### config.mk
export PLATFORM = sky130hd
export DESIGN_NAME = pr_word_feeder
export DESIGN_NICKNAME = d
export VERILOG_FILES = /design/src/rtl/pr_feed_pkg.sv /design/src/rtl/pr_feed_pacer.sv /design/src/rtl/pr_feed_tail.sv /design/src/rtl/pr_feed_fsm.sv /design/src/rtl/pr_word_feeder.sv
export SDC_FILE = /design/constraint.sdc
export NUM_CORES = 1
export LEC_CHECK = 0
export CORE_UTILIZATION = 50
export CTS_BUF_LIST = sky130_fd_sc_hd__clkbuf_2 sky130_fd_sc_hd__clkbuf_4 sky130_fd_sc_hd__clkbuf_8
export CTS_CLUSTER_DIAMETER = 200
export CTS_CLUSTER_SIZE = 24
export DETAILED_ROUTE_END_ITERATION = 8
export DONT_BUFFER_PORTS = 1
export PLACE_DENSITY_LB_ADDON = 0.12
export SYNTH_ARGS = -nofsm -noshare
export SYNTH_HDL_FRONTEND = slang
export SYNTH_HIERARCHICAL = 1
export SYNTH_SLANG_ARGS = --single-unit
### constraint.sdc
create_clock -name clk -period 3.2 [get_ports clk]
set_clock_uncertainty 0.15 [all_clocks]
set_input_delay 0.32 -clock clk [delete_from_list [all_inputs] [get_ports clk]]
set_output_delay 0.32 -clock clk [all_outputs]
set_load 0.005 [all_outputs]
### src/rtl/pr_feed_pkg.sv
package pr_feed_pkg;

    localparam int unsigned WORD_W = 16;

    typedef enum logic [2:0] {
        ST_IDLE   = 3'd0,
        ST_REQ    = 3'd1,
        ST_WAIT   = 3'd2,
        ST_LEAD   = 3'd3,
        ST_STREAM = 3'd4,
        ST_TAIL   = 3'd5,
        ST_REL    = 3'd6
    } feed_state_e;

    // status lines coming back from the configuration port
    typedef struct packed {
        logic ready;
        logic done;
        logic error;
    } port_stat_t;

    // pacing strobes produced by the pacer
    typedef struct packed {
        logic take;
        logic load;
    } pace_t;

    function automatic bit ratio_legal(input int unsigned r);
        return (r == 1) || (r == 2) || (r == 4);
    endfunction

    function automatic bit in_xfer(input feed_state_e s);
        return (s == ST_LEAD) || (s == ST_STREAM);
    endfunction

    function automatic bit holds_req(input feed_state_e s);
        return (s == ST_REQ) || (s == ST_WAIT) || (s == ST_LEAD) || (s == ST_STREAM);
    endfunction

    function automatic bit holds_clk(input feed_state_e s);
        return holds_req(s) || (s == ST_TAIL);
    endfunction

endpackage

### src/rtl/pr_feed_pacer.sv
module pr_feed_pacer
    import pr_feed_pkg::*;
#(
    parameter int unsigned CD_RATIO    = 1,
    parameter int unsigned LEAD_CYCLES = 4
) (
    input  logic        clk,
    input  logic        rst,
    input  feed_state_e state,
    input  logic        abort,
    input  logic        src_valid,
    output pace_t       pace
);
    localparam int unsigned LW = (LEAD_CYCLES > 1) ? $clog2(LEAD_CYCLES) : 1;
    localparam int unsigned HW = (CD_RATIO > 1) ? $clog2(CD_RATIO) : 1;

    logic [LW-1:0] lead_cnt;
    logic          lead_last;
    logic          hold_last;

    // lead-in counter: runs from zero on the first lead cycle, saturates
    always_ff @(posedge clk) begin
        if (rst) begin
            lead_cnt <= '0;
        end else if (state != ST_LEAD) begin
            lead_cnt <= '0;
        end else if (lead_cnt != LW'(LEAD_CYCLES - 1)) begin
            lead_cnt <= lead_cnt + 1'b1;
        end
    end

    assign lead_last = (state == ST_LEAD) && (lead_cnt == LW'(LEAD_CYCLES - 1));

    generate
        if (CD_RATIO == 1) begin : g_hold_single
            assign hold_last = 1'b1;
        end else begin : g_hold_multi
            logic [HW-1:0] hold_cnt;
            always_ff @(posedge clk) begin
                if (rst) begin
                    hold_cnt <= '0;
                end else if (pace.load) begin
                    hold_cnt <= '0;
                end else if (state != ST_STREAM) begin
                    hold_cnt <= '0;
                end else if (!hold_last) begin
                    hold_cnt <= hold_cnt + 1'b1;
                end
            end
            assign hold_last = (hold_cnt == HW'(CD_RATIO - 1));
        end
    endgenerate

    always_comb begin
        pace.take = !abort && (lead_last || ((state == ST_STREAM) && hold_last));
        pace.load = pace.take && src_valid;
    end

endmodule

### src/rtl/pr_feed_tail.sv
module pr_feed_tail #(
    parameter int unsigned TAIL_MIN = 80
) (
    input  logic clk,
    input  logic rst,
    input  logic active,
    output logic expired
);
    localparam int unsigned TW = (TAIL_MIN > 1) ? $clog2(TAIL_MIN) : 1;

    logic [TW-1:0] cnt;

    always_ff @(posedge clk) begin
        if (rst || !active) begin
            cnt <= '0;
        end else if (!expired) begin
            cnt <= cnt + 1'b1;
        end
    end

    assign expired = active && (cnt == TW'(TAIL_MIN - 1));

endmodule

### src/rtl/pr_feed_fsm.sv
module pr_feed_fsm
    import pr_feed_pkg::*;
(
    input  logic        clk,
    input  logic        rst,
    input  logic        start,
    input  port_stat_t  stat,
    input  logic        load,
    input  logic        tail_done,
    output feed_state_e state,
    output logic        err_flag
);
    feed_state_e nxt;
    logic        err_seen;
    logic        accept;

    assign accept = (state == ST_IDLE) && start;

    always_comb begin
        nxt = state;
        unique case (state)
            ST_IDLE:   if (start) nxt = ST_REQ;
            ST_REQ:    nxt = ST_WAIT;
            ST_WAIT:   if (stat.ready) nxt = ST_LEAD;
            ST_LEAD: begin
                if (stat.error || stat.done) nxt = ST_TAIL;
                else if (load)               nxt = ST_STREAM;
            end
            ST_STREAM: if (stat.error || stat.done) nxt = ST_TAIL;
            ST_TAIL:   if (tail_done) nxt = ST_REL;
            ST_REL:    nxt = ST_IDLE;
            default:   nxt = ST_IDLE;
        endcase
    end

    always_ff @(posedge clk) begin
        if (rst) begin
            state <= ST_IDLE;
        end else begin
            state <= nxt;
        end
    end

    always_ff @(posedge clk) begin
        if (rst) begin
            err_seen <= 1'b0;
            err_flag <= 1'b0;
        end else begin
            if (accept) begin
                err_seen <= 1'b0;
            end else if (in_xfer(state) && stat.error) begin
                err_seen <= 1'b1;
            end
            if (accept) begin
                err_flag <= 1'b0;
            end else if (state == ST_REL) begin
                err_flag <= err_seen;
            end
        end
    end

endmodule

### src/rtl/pr_word_feeder.sv
module pr_word_feeder
    import pr_feed_pkg::*;
#(
    parameter int unsigned DATA_W       = WORD_W,
    parameter int unsigned CD_RATIO     = 1,
    parameter int unsigned LEAD_CYCLES  = 4,
    parameter int unsigned TAIL_MIN     = 80,
    parameter int unsigned REQ_DROP_MAX = 8,
    parameter bit          ENH_COMP     = 1'b0,
    parameter bit          ENCRYPT      = 1'b0
) (
    input  logic              clk,
    input  logic              rst,
    input  logic              start_i,
    input  logic              cfg_ready_i,
    input  logic              cfg_done_i,
    input  logic              cfg_error_i,
    input  logic [DATA_W-1:0] src_data_i,
    input  logic              src_valid_i,
    output logic              src_ready_o,
    output logic              cfg_req_o,
    output logic [DATA_W-1:0] cfg_data_o,
    output logic              cfg_clk_en_o,
    output logic              busy_o,
    output logic              err_flag_o
);
    // option sets refused at elaboration
    generate
        if (!ratio_legal(CD_RATIO)) begin : g_bad_ratio
            $error("pr_word_feeder: CD_RATIO must be 1, 2 or 4");
        end
        if (ENH_COMP && ENCRYPT) begin : g_bad_combo
            $error("pr_word_feeder: enhanced compression cannot be combined with encryption");
        end
        if (LEAD_CYCLES < 1 || TAIL_MIN < 2 || REQ_DROP_MAX < 1) begin : g_bad_timing
            $error("pr_word_feeder: timing parameters out of range");
        end
    endgenerate

    feed_state_e state;
    port_stat_t  stat;
    pace_t       pace;
    logic        tail_done;
    logic        err_flag;

    assign stat.ready = cfg_ready_i;
    assign stat.done  = cfg_done_i;
    assign stat.error = cfg_error_i;

    pr_feed_fsm u_fsm (
        .clk       (clk),
        .rst       (rst),
        .start     (start_i),
        .stat      (stat),
        .load      (pace.load),
        .tail_done (tail_done),
        .state     (state),
        .err_flag  (err_flag)
    );

    pr_feed_pacer #(
        .CD_RATIO    (CD_RATIO),
        .LEAD_CYCLES (LEAD_CYCLES)
    ) u_pacer (
        .clk       (clk),
        .rst       (rst),
        .state     (state),
        .abort     (cfg_done_i || cfg_error_i),
        .src_valid (src_valid_i),
        .pace      (pace)
    );

    pr_feed_tail #(
        .TAIL_MIN (TAIL_MIN)
    ) u_tail (
        .clk     (clk),
        .rst     (rst),
        .active  (state == ST_TAIL),
        .expired (tail_done)
    );

    logic [DATA_W-1:0] word_q;

    always_ff @(posedge clk) begin
        if (rst) begin
            word_q <= '0;
        end else if (pace.load) begin
            word_q <= src_data_i;
        end
    end

    assign src_ready_o  = pace.take;
    assign cfg_data_o   = word_q;
    assign cfg_req_o    = holds_req(state);
    assign cfg_clk_en_o = holds_clk(state);
    assign busy_o       = (state != ST_IDLE);
    assign err_flag_o   = err_flag;

endmodule

==> results of run 1 <==
registers in the layout, summed over array words and instances, names as in the netlist:
| signal | count |
|---|---|
| cfg_data_o | 16 |
| u_fsm/err_flag | 1 |
| u_fsm/err_seen | 1 |
| u_fsm/state | 3 |
| u_pacer/lead_cnt | 2 |
| u_tail/cnt | 7 |
routing by layer:
| metal | wire [um] | global-route usage [%] | vias up |
|---|---|---|---|
| met5 | 0 | 0 | - |
| met4 | 31 | 8.75 | 0 |
| met3 | 307 | 10.7 | 6 |
| met2 | 1300 | 35.1 | 46 |
| met1 | 1260 | 19.9 | 521 |
| li1 | - | - | 554 |
through the flow:
stage                     total power, mW  hold slack [ns]  worst slack, ns  utilization [%]
after floorplan                     0.538            0.238             1.30                -
after global placement              0.541            0.241             1.02             54.6
after detailed placement            0.544            0.243            0.914             54.6
after CTS                           0.807          0.00151            0.866             62.1
after global routing                0.840          0.00979            0.698             62.1
final                               0.797          0.00518            0.856             62.1
report_power, final:
part           switching (mW)  internal [mW]  total [mW]
Clock                   0.127          0.115       0.242
Sequential             0.0434          0.387       0.431
Combinational          0.0564         0.0679       0.124
Total                   0.227          0.570       0.797
area by class of cell:
type                    instances  area (sq um)
fillers                       223           972
multi-input cells             109           752
flip-flops and latches         30           601
repair buffers                 14           138
clock buffers                   7          58.8
well taps                      30          37.5
clock inverters                 1          5.00
inverters                       1          3.75
cells by family (layout without fill, tap and decap cells):
family	Yosys count	in the layout	synth area share (%)
flip-flops	30	30	42.6
AND/OR/NAND/NOR	61	61	24.7
adder cells (fa/ha/maj)	2	2	1.77
buffers and inverters	8	23	4.35
XOR/XNOR	1	1	0.621
AO/OA/AOI/OAI	27	27	13.2
multiplexers	18	18	12.8
what timing repair did:
action                    CTS  global route
gates resized for setup     0             0
hold endpoints to repair   23             0
hold buffers               13             0
placed cells by master (no fill, tap or decap), types with 2 or more instances in the layout:
cell	n
mux2i_1	18
o21ai_0	6
nor3_1	3
nor2_1	21
a21oi_1	10
nand2_1	7
clkbuf_4	6
dlygate4sd3_1	13
ha_1	2
dfxtp_1	30
and3b_1	2
nand3_1	2
a31oi_1	2
or3_1	3
or2_2	2
and2b_1	2
and2_1	2
nand2b_1	4
nor4_1	2
a21oi_2	2
worst register-to-register path: cells and delay by family (launching register included):
kind / cells / cell delay [ns]
compound gates: 3 / 0.51
flops: 1 / 0.65
simple gates: 5 / 0.95
worst max-delay path by stage:
stage,from,end,slack (ns),cells after the start
global placement,u_fsm/state[0],u_fsm/state[0],1.02,8
global route,u_fsm/state[2],u_fsm/state[0],0.70,8
finish,u_fsm/state[2],u_fsm/state[0],0.86,8
CTS,u_fsm/state[2],u_fsm/state[0],0.87,8
floorplan,u_fsm/state[2],u_fsm/state[0],1.30,8
detailed placement,u_fsm/state[2],u_fsm/state[0],0.91,8
==> out/metrics.yaml, run 1 <==
worst_setup_path:
  cp_top_family: "simple AND/OR/NAND/NOR gates"
  worstReg2RegStart: "u_fsm/state[2]"
  cp.arrival_ns: 2.44
  cp_data_required_time_ns: 3.30
  path_class: "reg -> reg"
  slowest_delay_ns: 0.65
  reg2regPathDepth: 8
  r2r_end: "u_fsm/state[0]"
  path_cells: "nand2_1 -> nor2_1 -> and4bb_4 -> and2_1 -> and3b_1 -> o21bai_2 -> a21oi_2 -> a311oi_2"
  worst_setup_path_start_kind: "register"
  crit_path_end_kind: "register"
  r2r_slack_ns: 0.86
  critPathBufInv: 0
  slowest_stage: "dfxtp_1"
  path_max_fanout: 18
run:
  cap_violations: 0
synth:
  synth-edff-count: 0
  synth_cells: 147
  avgSynthCellArea_sq_um: 9.59
  synthesis.nets: 172
  synth_common_cells: "dfxtp_1 (30), nor2_1 (21), mux2i_1 (18)"
  async_flop_share_pct: 0
  synth.largest_area_cell: "dfxtp_1"
  ys_seq_area_share_pct: 42.6
  synth.most_common_cell: "dfxtp_1"
  synth_top_area_share_pct: 42.6
  synth_area_sq_um: 1410
  synthFlopType: "dfxtp_1"
  yosysWarningCount: 6
  netlist_top_cells_area: "dfxtp_1 (43%), mux2i_1 (13%), nor2_1 (5.6%)"
  synth-seq-cells: 30
  ys_types: 43
finish:
  instances_no_fill: 192
  drive_gt1_share_pct: 13.0
  n_antenna_cell: 0
  nets: 186
  syn2layout_area_growth_pct: 13.1
  design_area_sq_um: 1600
placed_design:
  postPlaceCellArea_sq_um: 1400
  place_congestion: 0.777
  dp_hpwl_mm: 1.77
  dpl.cell_count: 171
  numPortBuffers: 0
clocking:
  clock_latency_ns: 0.33
  tritoncts: "yes"
  htreeDepth: 2
  cts_inserted_buffers: 5
  cts.path.max_buffers: 2
  cts_setup_buffers: 0
  cts.sinks: 30
  cts_root_buf: "clkbuf_4"
  clkTransAtPathRegs_ns: 0.09
power_and_ir_drop:
  vdd_ir_drop_max_v: 0.000344
  power.density_nw_per_um2: 499
  cellLeakagePower_nw: 0.597
floorplan:
  die_area_sq_um: 3040
  row_count: 18
  die-width_um: 55.1
  core_area_sq_um: 2570
  floorplan.initialDensity_pct: 54.9
  fp.dieH_um: 55.1
  ioPinCount: 44
timing:
  setup_violations: 0
  slew_headroom_pct: 48.9
  worstMarginPinSlew_ns: 0.765
  max_freq_mhz: 427
  slew_violations: 0
  period_needed_ns: 2.34
  report.final.hold_viol_count: 0
  rsz0062_at_grt: "false"
  fin_tns_setup_ns: 0
  period_share_pct: 73.2
grt:
  grt_util_all_layers_pct: 20.2
  antenna_found_initial: 0
  overflow: 0
  grt_pass1_vias: 959
  grt_first_pass_wirelength_mm: 4.16
  grt_max_degree: 23
min_path:
  hold_path.class: "in -> reg"
  whs_path_depth: 2
  worstHoldEndpoint: "cfg_data_o[11]"
  hp-start: "src_data_i[11]"
detailed_routing:
  ant_nets: 0
  via_per_inst: 5.87
  drt-total-wl_mm: 2.90
  dr.pass1.iters: 4
  wl_per_cell_um: 15.1
  drc: 0
  dr.first_iter.drc_count: 13
  vias: 1127
run_status:
  outcome: "finished, final reports clean"
Power figures use the tool's default switching activity.
==> run 2, diff against run 1 <==
--- a/config.mk
+++ b/config.mk
@@ -5,6 +5,7 @@
 export SDC_FILE = /design/constraint.sdc
 export NUM_CORES = 1
 export LEC_CHECK = 0
+export ABC_AREA = 1
 export CORE_UTILIZATION = 50
 export CTS_BUF_LIST = sky130_fd_sc_hd__clkbuf_2 sky130_fd_sc_hd__clkbuf_4 sky130_fd_sc_hd__clkbuf_8
 export CTS_CLUSTER_DIAMETER = 200
==> constraint.sdc (replaced) <==
create_clock -name clk -period 1.9 [get_ports clk]
set_clock_uncertainty 0.15 [all_clocks]
set_input_delay 0.19 -clock clk [delete_from_list [all_inputs] [get_ports clk]]
set_output_delay 0.19 -clock clk [all_outputs]
set_load 0.005 [all_outputs]
==> run 2 against run 1 <==
Sequential power is 68% higher. Total power is 120% higher. Critical endpoint is now u_fsm/err_seen. Combinational power grew to 5.1 times the previous value. Critical path depth is 1 lower. Sequential cell count stayed put. Highest routed layer unchanged. First-iteration DRC count grew to 4.6 times the previous value. Largest power group unchanged.
==> out/metrics.yaml, run 2 <==
run_status:
  outcome: "finished, final reports clean"
finish:
  mostFrequentLayoutCells: "nor2_1 (53), nand2_1 (30), dfxtp_1 (29)"
  nets: 263
  syn2layout_area_growth_pct: 22.6
  design_area_sq_um: 1770
  drive_gt1_share_pct: 14.6
  n_antenna_cell: 0
  fillers: 239
  largest_register_ffs: 16
  instances_no_fill: 270
  layout_commonest_cell: "nor2_1"
clocking:
  clkTransAtPathRegs_ns: 0.10
  cts_setup_buffers: 0
  cts_inserted_buffers: 5
  cts_root_buf: "clkbuf_4"
  cts.sinks: 30
  clock_latency_ns: 0.32
  tritoncts: "yes"
  cts.path.max_buffers: 2
  htreeDepth: 2
synth:
  ys_seq_area_share_pct: 41.7
  synth.largest_area_cell: "dfxtp_1"
  synthesis.nets: 233
  synth_top_area_share_pct: 41.7
  netlist_top_cells_area: "dfxtp_1 (42%), nor2_1 (14%), nand2_1 (7.8%)"
  yosysWarningCount: 6
  synth-seq-cells: 30
  async_flop_share_pct: 0
  synth_cells: 208
  synth.most_common_cell: "nor2_1"
  synth_area_sq_um: 1440
  synthFlopType: "dfxtp_1"
  synth_common_cells: "nor2_1 (53), dfxtp_1 (30), nand2_1 (30)"
  avgSynthCellArea_sq_um: 6.92
  ys_types: 26
  synth-edff-count: 0
detailed_routing:
  top_layer: "met4"
  dr.pass1.iters: 4
  drc: 0
  routed-wl-met2_mm: 1.53
  wl_per_cell_um: 11.6
  drt-total-wl_mm: 3.12
  via_per_inst: 5.16
  ant_nets: 0
  dr.first_iter.drc_count: 60
  vias: 1394
  met3WireLength_um: 148
  drt-met1-wl_mm: 1.41
placed_design:
  dpl.cell_count: 242
  place_congestion: 0.822
  numPortBuffers: 0
  postPlaceCellArea_sq_um: 1500
  dp_hpwl_mm: 2.08
worst_setup_path:
  r2r_slack_ns: 0.13
  crit_path_end_kind: "register"
  cp.arrival_ns: 1.84
  path_max_fanout: 8
  path_class: "reg -> reg"
  cp_data_required_time_ns: 1.96
  worst_setup_path_start_kind: "register"
timing:
  report.final.hold_viol_count: 0
  slew_headroom_pct: 74.2
  period_needed_ns: 1.77
  period_share_pct: 93.4
  whs_ns: 0.0897
  rsz0062_at_grt: "false"
  setup_violations: 0
  worstMarginPinSlew_ns: 0.386
  max_freq_mhz: 563
  fin_tns_setup_ns: 0
  slew_violations: 0
grt:
  grt_util_all_layers_pct: 21.5
  grt_pass1_vias: 1280
  antenna_found_initial: 0
  grt_max_degree: 17
  overflow: 0
  grt_first_pass_wirelength_mm: 5.13
floorplan:
  row_count: 19
  floorplan.initialDensity_pct: 52.7
  die-width_um: 55.7
  fp.dieH_um: 55.7
  core_area_sq_um: 2730
  die_area_sq_um: 3100
  ioPinCount: 44
run:
  cap_violations: 0
min_path:
  hold_path.class: "in -> reg"
power_and_ir_drop:
  vdd_ir_drop_max_v: 0.000781
  power.density_nw_per_um2: 994
  cellLeakagePower_nw: 0.834
  finalPower_mw: 1.76
run 2: cell types whose count changed in the layout (fill, tap and decap cells not counted), sizes merged, moves of 3 or more:
cell / previous run / this run
nor3: 3 / 0
mux2i: 18 / 1
nand4: 1 / 5
nor2: 21 / 61
buf: 1 / 6
nand2: 7 / 34
nand3: 3 / 15
or3: 4 / 0
inv: 1 / 29
dlygate4sd3: 13 / 20
nand2b: 4 / 0
o21ai: 6 / 19
a21oi: 12 / 4
run 2: kinds of logic (layout without fill, tap and decap cells):
| kind of cell | Yosys count | in the layout | share of synthesized area, % |
|---|---|---|---|
| compound gates | 25 | 25 | 9.30 |
| xor+xnor | 2 | 2 | 1.22 |
| fa+ha+maj | 2 | 2 | 1.74 |
| buf+inv | 32 | 63 | 9.21 |
| flops | 30 | 30 | 41.7 |
| mux | 1 | 1 | 0.695 |
| simple gates | 116 | 116 | 36.1 |
run 2: cell type report:
| class | count | area, sq um | share of cell area [%] |
|---|---|---|---|
| clock buffers | 6 | 51.3 | 2.91 |
| clock inverters | 2 | 12.5 | 0.709 |
| inverters | 29 | 109 | 6.17 |
| multi-input cells | 146 | 707 | 40.0 |
| flip-flops and latches | 30 | 602 | 34.1 |
| well taps | 31 | 38.8 | 2.20 |
| repair buffers | 26 | 245 | 13.9 |
run 2: layer usage:
layer	track usage (%)	vias to the layer above
met2	37.9	45
met3	9.07	5
li1	-	713
met5	0	-
met1	22.9	631
met4	7.50	0
run 2: power by group:
part           switching, mW  internal [mW]
combinational          0.401          0.235
sequential            0.0407          0.685
clock                  0.216          0.178
total                  0.657           1.10
run 2: path summary, 6_finish.rpt:
check	end	depth (start not counted)	start
worst max-delay path	u_fsm/err_seen	7	u_fsm/state[1]
worst min-delay path	cfg_data_o[13]	3	rst
worst max register to register	u_fsm/err_seen	7	u_fsm/state[1]
worst min register to register	u_fsm/err_flag	2	u_fsm/err_seen
run 2: critical path, cell delays in order (launching register included):
cell	delay (ns)
dfxtp_2	0.39
buf_4	0.18
nor2_2	0.06
nand2_1	0.09
nand2_2	0.08
a21oi_1	0.13
nor2_1	0.05
dlygate4sd3_1	0.54
run 2: per-stage QoR:
step	util, %	worst slack (ns)
floorplan	-	0.175
global placement	54.9	0.282
detailed placement	54.9	0.205
CTS	64.5	0.0829
global route	64.6	0.0245
finish	64.6	0.125
run 2: repair_timing:
action	in CTS	in global routing
endpoints found under the setup margin	0	1
hold endpoints to repair	26	0
hold buffers	20	0
resized for setup	0	1
==> run 3, diff against run 2 <==
==> constraint.sdc (replaced) <==
create_clock -name clk -period 1.8 [get_ports clk]
set_clock_uncertainty 0.15 [all_clocks]
set_input_delay 0.18 -clock clk [delete_from_list [all_inputs] [get_ports clk]]
set_output_delay 0.18 -clock clk [all_outputs]
set_load 0.005 [all_outputs]
==> run 3 against run 2 <==
Fmax is 7.1% higher. Register-to-register slack better by 0.02 ns. Sequential share of layout area up 0.18 points. Largest cell class unchanged. Count of clock-buffer cells in the layout is the same. Largest power group unchanged. Core utilization increased by 0.46 points. Worst setup slack improved by 0.018 ns. Critical path type unchanged.
==> out/metrics.yaml, run 3 (synthesis results as in run 2) <==
worst_setup_path:
  cp.arrival_ns: 1.74
  path_class: "reg -> reg"
  path_max_fanout: 6
  worst_setup_path_start_kind: "register"
  crit_path_end_kind: "register"
  cp_data_required_time_ns: 1.88
grt:
  grt_util_all_layers_pct: 23.2
  antenna_found_initial: 0
  grt_first_pass_wirelength_mm: 5.62
  grt_max_degree: 17
  overflow: 0
  grt_pass1_vias: 1393
floorplan:
  die-width_um: 55.7
  core_area_sq_um: 2730
  die_area_sq_um: 3100
  fp.dieH_um: 55.7
  floorplan.initialDensity_pct: 52.7
  ioPinCount: 44
  row_count: 19
run:
  cap_violations: 0
detailed_routing:
  wl_per_cell_um: 12.1
  met3WireLength_um: 184
  via_per_inst: 5.16
  routed-wl-met2_mm: 1.71
  vias: 1389
  dr.pass1.iters: 4
  drt-met1-wl_mm: 1.32
  ant_nets: 0
  top_layer: "met4"
  drc: 0
  drt-total-wl_mm: 3.25
  dr.first_iter.drc_count: 37
timing:
  worstMarginPinSlew_ns: 0.373
  max_freq_mhz: 604
  rsz0062_at_grt: "false"
  slew_headroom_pct: 75.1
  fin_tns_setup_ns: 0
  period_needed_ns: 1.66
  slew_violations: 0
  setup_violations: 0
  report.final.hold_viol_count: 0
  period_share_pct: 92.1
clocking:
  clock_latency_ns: 0.33
  htreeDepth: 2
  cts_inserted_buffers: 5
  tritoncts: "yes"
  cts.path.max_buffers: 2
  cts_root_buf: "clkbuf_4"
  cts_setup_buffers: 0
  cts.sinks: 30
  clkTransAtPathRegs_ns: 0.09
finish:
  syn2layout_area_growth_pct: 23.5
  n_antenna_cell: 0
  nets: 262
  mostFrequentLayoutCells: "nor2_1 (52), nand2_1 (30), dfxtp_1 (27)"
  layout_commonest_cell: "nor2_1"
  instances_no_fill: 269
  drive_gt1_share_pct: 17.6
  largest_register_ffs: 16
  seq_area_sq_um: 609
  design_area_sq_um: 1780
  multi_input_area_sq_um: 722
  fillers: 247
min_path:
  hold_path.class: "in -> reg"
placed_design:
  postPlaceCellArea_sq_um: 1500
  dp_hpwl_mm: 2.25
  place_congestion: 0.890
  numPortBuffers: 0
  dpl.cell_count: 242
power_and_ir_drop:
  vdd_ir_drop_max_v: 0.000770
  power.density_nw_per_um2: 1050
  cellLeakagePower_nw: 0.824
run_status:
  outcome: "finished, final reports clean"
==> run 3: cell count changes in the layout (fill, tap and decap cells not counted), moves of 2 or more <==
| cell | before | now |
|---|---|---|
| dfxtp_1 | 29 | 27 |
| nand3_2 | 2 | 4 |
| nand3_1 | 13 | 11 |
| dfxtp_4 | 0 | 2 |
==> run 3: final cells by class <==
type | count | share of cell area (%)
clock buffers | 6 | 2.89
clock inverters | 2 | 0.704
repair buffers | 25 | 13.2
inverters | 29 | 6.12
well taps | 31 | 2.18
multi-input cells | 146 | 40.6
flip-flops and latches | 30 | 34.3
==> run 3: worst paths after layout <==
kind | startpoint | end | cells past startpoint | slack, ns
min | rst | cfg_data_o[5] | 3 | 0.07
max | u_tail/cnt[0] | u_fsm/state[1] | 10 | 0.14
max reg2reg | u_tail/cnt[0] | u_fsm/state[1] | 10 | 0.14
min reg2reg | u_fsm/err_seen | u_fsm/err_seen | 2 | 0.34
==> run 3: worst max-delay path: stages, from the launching register on <==
cell and delay (ns):
dfxtp_4 0.38, ha_1 0.19, nand4_2 0.15, nor2_4 0.12, inv_1 0.05, nand4_1 0.08
nand2_1 0.06, nor2_2 0.10, nand2_2 0.10, nor2_1 0.14, nor2_2 0.05
==> run 3: repair_timing <==
action | in CTS | in global routing
endpoints found under the setup margin | 0 | 8
hold buffers | 19 | 0
endpoints found under the hold margin | 29 | 0
gates resized for setup | 0 | 10
==> run 3: power breakdown <==
group	switching, mW	internal [mW]
clock	0.230	0.187
sequential	0.0560	0.728
combinational	0.413	0.249
total	0.700	1.16
==> run 3: metal layers <==
metal	up-vias	track usage (%)
met1	634	23.3
met3	6	9.07
met5	-	0
met4	0	10.4
li1	714	-
met2	35	41.8
==> run 3: through the flow <==
stage | util [%] | hold slack, ns | worst slack (ns) | power, mW
floorplan | - | 0.165 | 0.0745 | 1.25
global placement | 54.9 | 0.170 | 0.160 | 1.38
detailed placement | 54.9 | 0.174 | 0.0927 | 1.39
CTS | 64.2 | 0.0616 | 0.0583 | 1.86
global route | 65.0 | 0.0956 | 0.00848 | 2.02
finish | 65.0 | 0.0744 | 0.143 | 1.86
